**src/rtl/wdk_pkg.sv**
```systemverilog
package wdk_pkg;
    localparam int REG_W   = 8;
    localparam int NPROT   = 3;
    localparam int TO_LSB  = 2;
    localparam int TO_W    = 5;
    localparam int SEL_W   = 2;
    localparam int ACT_BIT = 7;
    localparam int FLAG_BIT = 6;

    typedef logic [REG_W-1:0] byte_t;
    typedef logic [TO_W-1:0]  count_t;

    localparam logic [SEL_W-1:0] SEL_TICK = 2'b10;

    localparam byte_t ADDR_STATUS = 8'h0F;
    localparam byte_t ADDR_WDOG   = 8'h1B;
    localparam byte_t ADDR_KEY    = 8'h1F;

    // guarded registers and the key each one requires
    localparam byte_t PROT_ADDR [NPROT] = '{8'h1C, 8'h20, 8'h30};
    localparam byte_t PROT_KEY  [NPROT] = '{8'hA1, 8'h9D, 8'h9D};
endpackage

```
**src/rtl/wdk_keyguard.sv**
```systemverilog
module wdk_keyguard
    import wdk_pkg::*;
(
    input  logic                   clk,
    input  logic                   rst_n,
    input  logic                   wr_en_i,
    input  byte_t                  addr_i,
    input  byte_t                  wdata_i,
    output logic [NPROT*REG_W-1:0] prot_o
);
    typedef struct packed {
        byte_t                        key;
        logic [NPROT-1:0][REG_W-1:0]  regs;
    } kg_t;

    kg_t st_d, st_q;

    always_comb begin
        st_d = st_q;
        if (wr_en_i) begin
            // any write consumes the key; a key write installs a new one
            st_d.key = (addr_i == ADDR_KEY) ? wdata_i : '0;
            for (int i = 0; i < NPROT; i++) begin
                if (addr_i == PROT_ADDR[i] && st_q.key == PROT_KEY[i])
                    st_d.regs[i] = wdata_i;
            end
        end
    end

    always_ff @(posedge clk or negedge rst_n) begin
        if (!rst_n) st_q <= '0;
        else        st_q <= st_d;
    end

    assign prot_o = st_q.regs;


    key_clear_chk: assert property (@(posedge clk) disable iff (!rst_n)
        (wr_en_i && addr_i != ADDR_KEY) |=> st_q.key == '0);

    for (genvar g = 0; g < NPROT; g++) begin : g_guard

        guarded_write_chk: assert property (@(posedge clk) disable iff (!rst_n)
            !$stable(st_q.regs[g]) |->
                $past(wr_en_i && addr_i == PROT_ADDR[g] && st_q.key == PROT_KEY[g]));
    end
endmodule

```
**src/rtl/wdk_countdown.sv**
```systemverilog
module wdk_countdown
    import wdk_pkg::*;
(
    input  logic  clk,
    input  logic  rst_n,
    input  logic  tick_i,
    input  logic  load_i,
    input  byte_t wdata_i,
    output byte_t cfg_o,
    output logic  expire_o,
    output logic  rst_o
);
    typedef struct packed {
        byte_t  cfg;
        count_t cnt;
        logic   rst;
    } cd_t;

    cd_t  st_d, st_q;
    logic expire;

    always_comb begin
        st_d   = st_q;
        expire = 1'b0;
        if (tick_i) st_d.rst = 1'b0;
        if (load_i) begin
            st_d.cfg = wdata_i;
            st_d.cnt = wdata_i[TO_LSB +: TO_W];
        end else if (tick_i && st_q.cnt != '0
                     && st_q.cfg[SEL_W-1:0] == SEL_TICK) begin
            if (st_q.cnt == count_t'(1)) begin
                expire   = 1'b1;
                st_d.cnt = '0;
                if (st_q.cfg[ACT_BIT]) st_d.rst = 1'b1;
            end else begin
                st_d.cnt = st_q.cnt - count_t'(1);
            end
        end
    end

    always_ff @(posedge clk or negedge rst_n) begin
        if (!rst_n) st_q <= '0;
        else        st_q <= st_d;
    end

    assign cfg_o    = st_q.cfg;
    assign expire_o = expire;
    assign rst_o    = st_q.rst;


    no_count_up_chk: assert property (@(posedge clk) disable iff (!rst_n)
        !load_i |=> st_q.cnt <= $past(st_q.cnt));

    frozen_chk: assert property (@(posedge clk) disable iff (!rst_n)
        (!load_i && st_q.cfg[SEL_W-1:0] != SEL_TICK) |=> $stable(st_q.cnt));

    rst_rise_chk: assert property (@(posedge clk) disable iff (!rst_n)
        $rose(st_q.rst) |-> $past(tick_i && st_q.cfg[ACT_BIT]));

    rst_fall_chk: assert property (@(posedge clk) disable iff (!rst_n)
        $fell(st_q.rst) |-> $past(tick_i));

    load_wins_chk: assert property (@(posedge clk) disable iff (!rst_n)
        load_i |=> st_q.cnt == $past(wdata_i[TO_LSB +: TO_W]));
endmodule

```
**src/rtl/wdk_status.sv**
```systemverilog
module wdk_status
    import wdk_pkg::*;
(
    input  logic  clk,
    input  logic  rst_n,
    input  logic  wr_i,
    input  byte_t wdata_i,
    input  logic  expire_i,
    input  logic  act_i,
    output byte_t status_o,
    output logic  irq_o
);
    typedef struct packed {
        byte_t status;
        logic  irq;
    } sr_t;

    sr_t st_d, st_q;

    always_comb begin
        st_d = st_q;
        if (wr_i) begin
            st_d.status = wdata_i;
            if (!wdata_i[FLAG_BIT]) st_d.irq = 1'b0;
        end
        // expiry outranks a simultaneous clear
        if (expire_i) begin
            st_d.status[FLAG_BIT] = 1'b1;
            if (!act_i) st_d.irq = 1'b1;
        end
    end

    always_ff @(posedge clk or negedge rst_n) begin
        if (!rst_n) st_q <= '0;
        else        st_q <= st_d;
    end

    assign status_o = st_q.status;
    assign irq_o    = st_q.irq;


    flag_wins_chk: assert property (@(posedge clk) disable iff (!rst_n)
        expire_i |=> status_o[FLAG_BIT]);

    irq_set_chk: assert property (@(posedge clk) disable iff (!rst_n)
        (expire_i && !act_i) |=> irq_o);

    irq_hold_chk: assert property (@(posedge clk) disable iff (!rst_n)
        $fell(irq_o) |-> $past(wr_i && !wdata_i[FLAG_BIT]));
endmodule

```
**src/rtl/wdk_top.sv**
```systemverilog
module wdk_top
    import wdk_pkg::*;
(
    input  logic       clk,
    input  logic       rst_n,
    input  logic       tick_i,
    input  logic       wr_en_i,
    input  logic [7:0] wr_addr_i,
    input  logic [7:0] wr_data_i,
    input  logic [7:0] rd_addr_i,
    output logic [7:0] rd_data_o,
    output logic       wdt_rst_o,
    output logic       wdt_irq_o
);
    logic                   load, stat_wr, expire;
    byte_t                  cfg, status;
    logic [NPROT*REG_W-1:0] prot;

    assign load    = wr_en_i && wr_addr_i == ADDR_WDOG;
    assign stat_wr = wr_en_i && wr_addr_i == ADDR_STATUS;

    wdk_countdown u_cd (
        .clk      (clk),
        .rst_n    (rst_n),
        .tick_i   (tick_i),
        .load_i   (load),
        .wdata_i  (wr_data_i),
        .cfg_o    (cfg),
        .expire_o (expire),
        .rst_o    (wdt_rst_o)
    );

    wdk_status u_st (
        .clk      (clk),
        .rst_n    (rst_n),
        .wr_i     (stat_wr),
        .wdata_i  (wr_data_i),
        .expire_i (expire),
        .act_i    (cfg[ACT_BIT]),
        .status_o (status),
        .irq_o    (wdt_irq_o)
    );

    wdk_keyguard u_kg (
        .clk     (clk),
        .rst_n   (rst_n),
        .wr_en_i (wr_en_i),
        .addr_i  (wr_addr_i),
        .wdata_i (wr_data_i),
        .prot_o  (prot)
    );

    always_comb begin
        rd_data_o = '0;
        if (rd_addr_i == ADDR_STATUS) rd_data_o = status;
        if (rd_addr_i == ADDR_WDOG)   rd_data_o = cfg;
        for (int i = 0; i < NPROT; i++) begin
            if (rd_addr_i == PROT_ADDR[i]) rd_data_o = prot[i*REG_W +: REG_W];
        end
    end


    rst_no_irq_chk: assert property (@(posedge clk) disable iff (!rst_n)
        $rose(wdt_rst_o) |-> !$rose(wdt_irq_o));
endmodule

```
**config.mk**
```make
export PLATFORM = sky130hd
export DESIGN_NAME = wdk_top
export DESIGN_NICKNAME = d
export VERILOG_FILES = /design/src/rtl/wdk_pkg.sv /design/src/rtl/wdk_keyguard.sv /design/src/rtl/wdk_countdown.sv /design/src/rtl/wdk_status.sv /design/src/rtl/wdk_top.sv
export SDC_FILE = /design/constraint.sdc
export NUM_CORES = 1
export LEC_CHECK = 0
export BUFFER_PORTS_ARGS = -buffer_cell sky130_fd_sc_hd__buf_4
export CAP_MARGIN = 20
export CORE_UTILIZATION = 34
export CTS_BUF_LIST = sky130_fd_sc_hd__clkbuf_4 sky130_fd_sc_hd__clkbuf_8
export DETAILED_ROUTE_END_ITERATION = 8
export PLACE_DENSITY = 0.6
export SYNTH_ARGS = -nofsm -noshare
export SYNTH_HDL_FRONTEND = slang
export SYNTH_HIERARCHICAL = 1
export SYNTH_SLANG_ARGS = --single-unit
```
**constraint.sdc**
```tcl
create_clock -name clk -period 4.2 [get_ports clk]
set_input_delay 0.21 -clock clk [delete_from_list [all_inputs] [get_ports clk]]
set_output_delay 0.21 -clock clk [all_outputs]
set_load 0.1 [all_outputs]
```
==> metrics.md, run 1 <==
| Metric | Value |
|---|---|
| Status | completed |
| Cells after DPL | 395 |
| Nets | 326 |
| Die Y-Extent | 97.4 µm |
| Htree depth | 2 |
| # IOs | 38 |
| Placed inst area | 0.00320 mm² |
| Setup bufs post-CTS | 0 |
| Worst r2r src | u_kg/st_q[25] |
| Post-route antenna net violation count | 0 |
| Seq/Total Area, Yosys | 44.5% |
| Distinct cells, synth | 46 |
| Core area | 0.00876 mm² |
| Clk slew on worst S/H paths | 100 ps |
| Worst r2r dst | u_kg/prot_o[20] |
| Yosys reg bits | 55 |
| CTS tree | yes |
| Clock Skews | 8.97 ps |
| Final setup fails | 0 |
| Largest stage delay, worst path | 600 ps |
| Largest net degree at the start of global routing | 56 |
| PwrDens | 344 mW/mm² |
| Final WL | 6.49 mm |
| GP Congestion | 0.865 |
| Cell Chain, Critical Path | or4b_1 -> or4_4 -> or3_1 -> mux2_4 |
| Clock net sink count | 55 |
| Total track usage | 14.6% |
| Synth top area cells | dfrtp_1 44%, mux2_2 9.5%, buf_4 8.0%, nand3_1 4.2%, mux2_4 3.9% |
| Via count | 2085 |
| Antenna cells | 0 |
| TritonRoute pass-1 iters | 4 |
| Startpoint types | flip-flop |
| Worst endpoint required time | 4400 ps |
| R2R cell count | 4 |
| Root buffer cell | clkbuf_8 |
| Number of global-route vias before repair | 2079 |
| First-pass GRT wire length | 10.8 mm |
| Detailed placement HPWL | 4.87 mm |
| Starting Density | 35.3% |
| Post-CTS Resized | 0 |
| Final period utilization | 57.7% |
| Initial drt markers | 102 |
| Asr flop ratio synth | 100% |
| Worst Hold Depth | 2 |
| Syn avg cell area | 10.6 µm² |
| Final non-filler cell total | 404 |
| Flop2flop setup slack | 1780 ps |
| WP data arrival | 2630 ps |
| Post-synth top area cell | dfrtp_1 |
| EDFF count, synth | 0 |
| HP Start | tick_i |
| Area Overhead vs Synth | 7.48% |
| Detailed-route DRC error count | 0 |
| Primary FF master, synth | dfrtp_1 |
| Die area | 0.00948 mm² |
| Deepest clock path buffer count | 2 |
| Worst setup path category | flip-flop to flip-flop |
| Row count | 34 |
| Post-Syn Instances | 293 |
| Lkg Pwr | 1.56 nW |
| Crit Path Max Fanout | 8 |
| Unrepaired setup endpoints after global routing | false |
| Fin util | 37.9% |
| Wire per inst | 16.1 µm |
| Cell family with most CP delay | simple AND/OR/NAND/NOR gates |
| Hold_ws | 107 ps |
| GR Overflow Total | 0 |
| Area fraction of the dominant cell type after synthesis | 44.5% |
| Mapped Area | 0.00309 mm² |
| Hold Fails Final Rpt | 0 |
| TritonCTS Buffers | 5 |
| Relative slew slack | 38.7% |
| Initial antenna violation count | 0 |
| Final std cell area, no fill | 0.00332 mm² |
| Max-slew violations | 0 |
| Hold Path Sink | u_cd/rst_o |
| Share of layout cells above drive strength 1 | 30.7% |
| Fin crit period | 2420 ps |
| # port buffers | 37 |
| Hold Path Class | input pin to flip-flop |
| Worst-margin pin slew | 912 ps |
| Max frequency | 413 MHz |
| Synth Net Count | 324 |
| CP max stage cell | or3_1 |
| Vias per cell | 5.16 |
| Sum Neg Setup Slack | 0 ps |
| Max-cap violations | 0 |
| CP Capture Type | flip-flop |
| Die W | 97.4 µm |
| Critical path buffers and inverters | 0 |
| Ys Warns | 6 |
| Max VDD drop | 123 µV |
| Worst-Skew Late Latency | 300 ps |
[area by class of cell]
cell class              count  area (µm²)
multi-input cells         167        1300
well taps                 108         135
clock buffers               6        76.3
inverters                  26        97.6
flip-flops and latches     55        1380
repair buffers             40         303
fillers                   894        5440
clock inverters             2        38.8
[placed cells by master (no fill, tap or decap), types with 3 or more instances in the layout]
| cell type | synthesis | final |
|---|---|---|
| mux2_4 | 8 | 8 |
| o21ai_0 | 12 | 12 |
| a22o_1 | 9 | 9 |
| inv_1 | 26 | 26 |
| o211ai_1 | 4 | 4 |
| nand3_1 | 26 | 26 |
| nand4_1 | 11 | 11 |
| mux2_2 | 26 | 26 |
| buf_4 | 33 | 39 |
| nand2_1 | 17 | 17 |
| nor4b_1 | 3 | 3 |
| ha_1 | 3 | 3 |
| dfrtp_1 | 55 | 55 |
| and4bb_1 | 3 | 3 |
| o21ai_1 | 8 | 8 |
| clkbuf_8 | 0 | 5 |
| nor3_1 | 3 | 3 |
[cell usage after synthesis (all sizes together) (4+ instances only)]
cell type   n
a22o        9
clkbuf      4
nand3      26
or2         4
dfrtp      55
mux2       34
o21ai      20
nor3        5
nand2      17
inv        26
buf        41
o211ai      4
nand4      11
[registers in the layout, indices dropped and copies added (netlist names)]
name / flops
u_cd/rst_o: 1
u_cd/st_q: 5
u_st/irq_o: 1
u_st/status_o: 8
u_kg/st_q: 8
u_cd/cfg_o: 8
u_kg/prot_o: 24
[metrics by stage]
step	setup WS [ps]	total power, mW
2_1_floorplan	2000	0.726
3_3_place_gp	1820	0.793
3_5_place_dp	1790	0.796
4_1_cts	1780	1.15
5_1_grt	1690	1.21
6_report	1780	1.14
[layer usage]
layer  global-route usage [%]  up-vias  wire length [µm]  share of wire (%)
li1                         -     1009                 -                  -
met5                        0        -                 0                  0
met3                     2.59        7               252                3.9
met1                     20.2     1022              3190                 49
met4                     4.30        0                94                1.4
met2                     23.2       47              2950                 46
[how the worst max path moves through the flow]
| stage | startpoint | slack (ps) | to | depth (start not counted) |
|---|---|---|---|---|
| global route | rd_addr_i[1] | 1690 | rd_data_o[6] | 6 |
| global placement | wr_addr_i[1] | 1820 | u_kg/prot_o[19] | 5 |
| floorplan | u_kg/st_q[25] | 2000 | u_kg/prot_o[16] | 5 |
| finish | u_kg/st_q[25] | 1780 | u_kg/prot_o[20] | 4 |
| detailed placement | wr_addr_i[1] | 1790 | u_kg/prot_o[20] | 5 |
| CTS | u_kg/st_q[25] | 1780 | u_kg/prot_o[22] | 4 |
[cell families after synthesis]
| group | count (synthesis) | share of synthesized area [%] |
|---|---|---|
| DFF | 55 | 44.5 |
| and+or+nand+nor | 88 | 17.9 |
| AOI/OAI and AO/OA | 42 | 9.30 |
| adders and majority gates | 3 | 1.21 |
| muxes | 34 | 13.3 |
| buffers and inverters | 71 | 13.7 |
[timing repair]
item | in CTS | in global routing
setup endpoints to repair | 0 | 0
endpoints found under the hold margin | 55 | 0
hold buffers | 1 | 0
[report_power, final]
part / switching [mW] / internal [mW] / total, mW
clock network: 0.171 / 0.187 / 0.358
registers: 0.0316 / 0.558 / 0.590
logic: 0.107 / 0.0899 / 0.197
total: 0.310 / 0.835 / 1.14
Note: power is estimated with default switching activity, not from simulation.
==> inputs of run 2 (changes only) <==
--- a/config.mk
+++ b/config.mk
@@ -10,7 +10,7 @@
 export CORE_UTILIZATION = 34
 export CTS_BUF_LIST = sky130_fd_sc_hd__clkbuf_4 sky130_fd_sc_hd__clkbuf_8
 export DETAILED_ROUTE_END_ITERATION = 8
-export PLACE_DENSITY = 0.6
+export PLACE_DENSITY = 0.62
 export SYNTH_ARGS = -nofsm -noshare
 export SYNTH_HDL_FRONTEND = slang
 export SYNTH_HIERARCHICAL = 1
==> constraint.sdc (replaced) <==
create_clock -name clk -period 2 [get_ports clk]
set_input_delay 0.1 -clock clk [delete_from_list [all_inputs] [get_ports clk]]
set_output_delay 0.1 -clock clk [all_outputs]
set_load 0.1 [all_outputs]
==> run 2 against run 1 <==
Against the previous run:
- the flow now finishes with violations (setup timing)
- clock skew about the same
- routed wire length increased by 3.4%
- critical endpoint is now u_kg/prot_o[19]
- sequential share of layout area decreased by 1.7 points
- critical path type unchanged
- sequential cell count unchanged
- die area unchanged
- first-iteration DRC count decreased by 14%
- non-clock buffer count increased by 12
- critical path depth unchanged
- final cell count increased by 2.5%
- worst hold slack got worse by 91 ps
- total power increased by 95%
- register-to-register slack got worse by 2000 ps
- largest cell class unchanged
==> metrics.md, run 2 (synthesis gave the netlist of run 1 again) <==
| Metric | Value |
|---|---|
| Status | complete, but fails checks |
| Violated checks | setup timing |
| CP Capture Type | flip-flop |
| Root buffer cell | clkbuf_8 |
| Total track usage | 14.7% (+0.11 points) |
| Wire per inst | 16.2 µm (+0.88%) |
| Area Overhead vs Synth | 12.2% |
| Core area | 0.00876 mm² (unchanged) |
| GP Congestion | 0.827 (-4.4%) |
| Worst-Skew Late Latency | 300 ps (about the same) |
| Clock net sink count | 55 (unchanged) |
| Commonest cells after routing, fill and taps aside | 55 x dfrtp_1, 48 x buf_4, 26 x nand3_1, 26 x inv_1, 24 x mux2_4 |
| Max VDD drop | 303 µV (+150%) |
| Startpoint types | flip-flop |
| PwrDens | 645 mW/mm² (+87%) |
| Largest net degree at the start of global routing | 56 (unchanged) |
| Via count | 2162 (+3.7%) |
| Worst endpoint required time | 2190 ps (-2210 ps) |
| Vias per cell | 5.22 (+1.2%) |
| Htree depth | 2 (unchanged) |
| Die area | 0.00948 mm² (unchanged) |
| TritonRoute pass-1 iters | 4 (unchanged) |
| WP data arrival | 2400 ps (-230 ps) |
| Clk slew on worst S/H paths | 90 ps (about the same) |
| Starting Density | 35.3% (unchanged) |
| CP max stage cell | or3_4 |
| Final worst slack | -207 ps (-1980 ps) |
| Initial antenna violation count | 0 (unchanged) |
| Die W | 97.4 µm (unchanged) |
| GR Overflow Total | 0 (unchanged) |
| Cell family with most CP delay | simple AND/OR/NAND/NOR gates |
| Final WL | 6.71 mm (+3.4%) |
| # port buffers | 37 (unchanged) |
| Antenna cells | 0 (unchanged) |
| Max-cap violations | 0 (unchanged) |
| Max reg flops | 24 (unchanged) |
| Cell Chain, Critical Path | or4b_1 -> or4_4 -> or3_4 -> mux2_4 |
| Initial drt markers | 88 (-14%) |
| CTS tree | yes |
| Post-route antenna net violation count | 0 (unchanged) |
| Number of global-route vias before repair | 2138 (+2.8%) |
| Cells after DPL | 404 (+2.3%) |
| TritonCTS Buffers | 5 (unchanged) |
| Hold Path Class | input pin to flip-flop |
| Placed inst area | 0.00334 mm² (+4.5%) |
| Unrepaired setup endpoints after global routing | true |
| Final non-filler cell total | 414 (+2.5%) |
| Hold_ws | 16.0 ps (-91.5 ps) |
| Max-slew violations | 0 (unchanged) |
| Commonest non-fill, non-tap cell in the layout | dfrtp_1 |
| Deepest clock path buffer count | 2 (unchanged) |
| Worst setup path category | flip-flop to flip-flop |
| Die Y-Extent | 97.4 µm (unchanged) |
| Final period utilization | 110% (+53 points) |
| Fin crit period | 2210 ps (-216 ps) |
| Share of layout cells above drive strength 1 | 33.3% (+2.6 points) |
| First-pass GRT wire length | 11.1 mm (+2.5%) |
| Worst-margin pin slew | 700 ps (-211 ps) |
| Detailed-route DRC error count | 0 (unchanged) |
| Max frequency | 453 MHz (+9.8%) |
| Detailed placement HPWL | 5.03 mm (+3.2%) |
| Crit Path Max Fanout | 8 (unchanged) |
| Sum Neg Setup Slack | -4450 ps (-4450 ps) |
| # IOs | 38 (unchanged) |
| Final setup fails | 24 (+24) |
| Critical path buffers and inverters | 0 (unchanged) |
| Nets | 338 (+3.7%) |
| Lkg Pwr | 1.62 nW (+3.9%) |
| Final std cell area, no fill | 0.00347 mm² (+4.4%) |
| Row count | 34 (unchanged) |
| Relative slew slack | 53.3% (+15 points) |
| Largest stage delay, worst path | 480 ps (-120 ps) |
| Hold Fails Final Rpt | 0 (unchanged) |
| Clock Skews | 8.50 ps (-0.473 ps) |
==> run 2: changes by cell type in the layout (fill, tap and decap cells not counted), sizes merged <==
cell / change
clkinvlp: +1
clkbuf: -1
buf: +12
bufinv: -1
inv: -1
==> run 2: worst paths after layout <==
path / from / endpoint / slack [ps] / cells after the start
hold / removal: tick_i / u_cd/rst_o / 20 / 2
setup reg to reg: u_kg/st_q[25] / u_kg/prot_o[19] / -210 / 4
hold reg to reg: u_st/status_o[2] / u_st/status_o[2] / 520 / 1
max in group asynchronous: rst_n / u_kg/prot_o[17] / 1160 / 2
setup / recovery: u_kg/st_q[25] / u_kg/prot_o[19] / -210 / 4
min in group asynchronous: rst_n / u_cd/st_q[5] / 380 / 2
==> run 2: metal layers <==
metal,global-route usage (%),wire length (µm),part of all wire [%],vias to the layer above
met1,20.8,3300,49,1079
met4,3.73,50,0.75,0
met3,1.87,195,2.9,4
li1,-,-,-,1032
met2,23.7,3160,47,47
met5,0,0,0,-
==> run 2: final cells by class <==
class	count	area (µm²)
Tap cell	108	135
Clock inverter	1	7.51
Fill cell	865	5290
Multi-Input combinational cell	167	1360
Clock buffer	5	68.8
Sequential cell	55	1380
Timing Repair Buffer	52	422
Inverter	26	97.6
==> run 2: stage by stage <==
stage / total power [mW] / setup WS [ps] / util, %
finish: 2.24 / -207 / 39.6
global placement: 1.67 / -258 / 38.2
CTS: 2.26 / -234 / 39.4
global route: 2.37 / -274 / 39.6
floorplan: 1.53 / -197 / -
detailed placement: 1.68 / -283 / 38.2
==> run 2: where the power goes <==
part	internal, mW	total [mW]	switching, mW
Clock	0.234	0.576	0.343
Sequential	1.17	1.24	0.0660
Combinational	0.192	0.423	0.231
Total	1.60	2.24	0.640
==> run 2: repair_timing <==
| action | CTS | global route |
|---|---|---|
| buffers inserted | 2 | 2 |
| endpoints found under the setup margin | 24 | 24 |
| pin swaps | 1 | 0 |
| hold buffers | 1 | 0 |
| hold endpoints to repair | 55 | 0 |
| gates resized for setup | 1 | 4 |
==> inputs of run 3 (changes only) <==
--- a/config.mk
+++ b/config.mk
@@ -5,12 +5,15 @@
 export SDC_FILE = /design/constraint.sdc
 export NUM_CORES = 1
 export LEC_CHECK = 0
+export ABC_AREA = 1
 export BUFFER_PORTS_ARGS = -buffer_cell sky130_fd_sc_hd__buf_4
 export CAP_MARGIN = 20
-export CORE_UTILIZATION = 34
+export CELL_PAD_IN_SITES_DETAIL_PLACEMENT = 1
+export CELL_PAD_IN_SITES_GLOBAL_PLACEMENT = 2
+export CORE_UTILIZATION = 32
 export CTS_BUF_LIST = sky130_fd_sc_hd__clkbuf_4 sky130_fd_sc_hd__clkbuf_8
 export DETAILED_ROUTE_END_ITERATION = 8
-export PLACE_DENSITY = 0.62
+export PLACE_DENSITY = 0.87
 export SYNTH_ARGS = -nofsm -noshare
 export SYNTH_HDL_FRONTEND = slang
 export SYNTH_HIERARCHICAL = 1
==> run 3 against run 2 <==
Against the previous run:
- critical path type unchanged
- the run now ends clean
- worst hold slack gained 43 ps
- register-to-register slack improved by 590 ps
- synthesized cell count grew 47%
- setup slack better by 590 ps
- clock-buffer cell count is the same
- via count increased by 27%
- largest power group unchanged
- non-clock buffer count shrank 12
- critical path depth increased by 5
==> metrics.md, run 3 <==
| Metric | Value |
|---|---|
| Status | completed |
| Row count | 37 (+8.8%) |
| Max-cap violations | 0 (unchanged) |
| Detailed-route DRC error count | 0 (unchanged) |
| Post-Syn Instances | 432 (+47%) |
| Antenna cells | 0 (unchanged) |
| Cell Chain, Critical Path | inv_1 -> ha_1 -> inv_1 -> nor2_1 -> nand4_1 -> nor2_1 -> nor2_4 -> nand2_1 -> nand2_1 |
| Largest net degree at the start of global routing | 56 (unchanged) |
| Synth Net Count | 463 (+43%) |
| GR Overflow Total | 0 (unchanged) |
| TritonCTS Buffers | 5 (unchanged) |
| Hold Path Class | input pin to flip-flop |
| Sum Neg Setup Slack | 0 ps (+4450 ps) |
| Most common cell in the synthesized netlist | nand2_1 |
| Fin crit period | 1610 ps (-595 ps) |
| Post-route antenna net violation count | 0 (unchanged) |
| FF/Latch Area | 0.00138 mm² (unchanged) |
| Initial drt markers | 104 (+18%) |
| Die W | 105 µm (+7.9%) |
| Yosys reg bits | 55 (unchanged) |
| Multi-input logic area | 0.00160 mm² (+18%) |
| Max reg flops | 24 (unchanged) |
| Lkg Pwr | 1.97 nW (+22%) |
| Post-synth top area cell | dfrtp_1 |
| Final period utilization | 80.6% (-30 points) |
| Distinct cells, synth | 32 (-30%) |
| Nets | 472 (+40%) |
| Syn avg cell area | 7.87 µm² (-25%) |
| Setup bufs post-CTS | 0 (-2) |
| Mapped Area | 0.00340 mm² (+9.9%) |
| Share of layout cells above drive strength 1 | 21.9% (-11 points) |
| Commonest cells post-synth | 134 x nand2_1, 73 x nand3_1, 55 x dfrtp_1, 32 x buf_4, 27 x nor2_1 |
| Deepest clock path buffer count | 2 (unchanged) |
| Hold Fails Final Rpt | 0 (unchanged) |
| # port buffers | 37 (unchanged) |
| Post-CTS Resized | 0 (-1) |
| Max VDD drop | 276 µV (-8.9%) |
| Htree depth | 2 (unchanged) |
| Vias per cell | 4.75 (-9.0%) |
| Detailed placement HPWL | 6.47 mm (+29%) |
| EDFF count, synth | 0 (unchanged) |
| Max-slew violations | 0 (unchanged) |
| Fin util | 36.0% (-3.6 points) |
| Primary FF master, synth | dfrtp_1 |
| Clock net sink count | 55 (unchanged) |
| Worst-margin pin slew | 707 ps (+7.44 ps) |
| Die Y-Extent | 105 µm (+7.9%) |
| Largest stage delay, worst path | 390 ps (-90 ps) |
| Number of global-route vias before repair | 2908 (+36%) |
| Commonest non-fill, non-tap cell in the layout | nand2_1 |
| TritonRoute pass-1 iters | 4 (unchanged) |
| Worst endpoint required time | 2200 ps (about the same) |
| First-pass GRT wire length | 14.7 mm (+32%) |
| Filler instances | 1283 (+48%) |
| Via count | 2748 (+27%) |
| Synth top area cells | dfrtp_1 41%, nand2_1 15%, nand3_1 11%, buf_4 7.1%, nor2_1 3.0% |
| Asr flop ratio synth | 100% (unchanged) |
| CP Capture Type | flip-flop |
| Commonest cells after routing, fill and taps aside | 134 x nand2_1, 73 x nand3_1, 55 x dfrtp_1, 39 x buf_4, 27 x nor2_1 |
| CTS tree | yes |
| Critical path buffers and inverters | 2 (+2) |
| Relative slew slack | 52.8% (-0.50 points) |
| Worst-Skew Late Latency | 310 ps (about the same) |
| Startpoint types | flip-flop |
| Area Overhead vs Synth | 9.35% |
| # hold bufs at CTS | 1 (unchanged) |
| # IOs | 38 (unchanged) |
| Core area | 0.0103 mm² (+18%) |
| GP Congestion | 0.814 (-1.6%) |
| Initial antenna violation count | 0 (unchanged) |
| CP max stage cell | dfrtp_1 |
| Worst setup path category | flip-flop to flip-flop |
| Starting Density | 32.9% (-2.4 points) |
| Final setup fails | 0 (-100%) |
| Final WL | 8.69 mm (+29%) |
| Clock Skews | 5.07 ps (-3.42 ps) |
| Ys Warns | 6 (unchanged) |
| Area fraction of the dominant cell type after synthesis | 40.5% (-4.0 points) |
| Crit Path Max Fanout | 4 (-4) |
| Max frequency | 620 MHz (+37%) |
| Seq/Total Area, Yosys | 40.5% (-4.0 points) |
| Unrepaired setup endpoints after global routing | false |
| WP data arrival | 1820 ps (-580 ps) |
| Wire per inst | 15.0 µm (-7.2%) |
| Total track usage | 16.9% (+2.2 points) |
| PwrDens | 612 mW/mm² (-5.1%) |
| Die area | 0.0110 mm² (+16%) |
| Clk slew on worst S/H paths | 100 ps (about the same) |
| Root buffer cell | clkbuf_8 |
| Cell family with most CP delay | simple AND/OR/NAND/NOR gates |
==> run 3: per-layer routing <==
metal	wire length, µm	GRT usage (%)	vias to the layer above
met4	108	4.43	0
met1	4140	22.8	1305
li1	-	-	1374
met2	4080	28.6	59
met5	0	0	-
met3	365	2.00	10
==> run 3: path summary, 6_finish.rpt <==
kind / from / cells after the start / end / slack [ps]
max: u_cd/st_q[2] / 9 / u_st/status_o[6] / 390
max reg2reg: u_cd/st_q[2] / 9 / u_st/status_o[6] / 390
min reg2reg: u_kg/prot_o[12] / 2 / u_kg/prot_o[12] / 480
min: tick_i / 4 / u_cd/rst_o / 60
min in group asynchronous: rst_n / 2 / u_kg/prot_o[17] / 380
max in group asynchronous: rst_n / 2 / u_cd/st_q[1] / 1150
==> run 3: stage by stage <==
stage	power [mW]	hold WS, ps	worst slack (ps)	area, µm²	instances
after floorplan	1.31	-196	487	3400	432
after global placement	1.42	195	471	3570	569
after detailed placement	1.43	200	395	3570	569
after CTS	2.30	55.6	367	3720	578
after global routing	2.36	61.6	243	3720	578
final	2.27	59.3	388	3720	578
==> run 3: worst min-delay path, stage by stage <==
cell and delay, ps:
buf_4 90, inv_1 40, nand2_1 50, o21ai_1 60
==> run 3: area by class of cell <==
| class | instances | share of cell area (%) |
|---|---|---|
| Multi-Input combinational cell | 305 | 43.1 |
| Sequential cell | 55 | 37.0 |
| Timing Repair Buffer | 40 | 8.15 |
| Tap cell | 136 | 4.58 |
| Inverter | 34 | 3.43 |
| Clock buffer | 5 | 1.85 |
| Clock inverter | 3 | 1.82 |
==> run 3: cells by family (layout without fill, tap and decap cells) <==
logic type / count (synthesis) / count (layout) / share of synthesized area, %
fa+ha+maj: 3 / 3 / 1.10
xor+xnor: 1 / 1 / 0.258
simple gates: 286 / 286 / 43.0
buf+inv: 72 / 82 / 12.3
flops: 55 / 55 / 40.5
compound gates: 15 / 15 / 2.80
==> run 3: report_power, final <==
| group | switching [mW] | internal (mW) | leakage (nW) |
|---|---|---|---|
| logic | 0.163 | 0.0842 | 1.15 |
| clock network | 0.371 | 0.499 | 0.0644 |
| registers | 0.0211 | 1.14 | 0.756 |
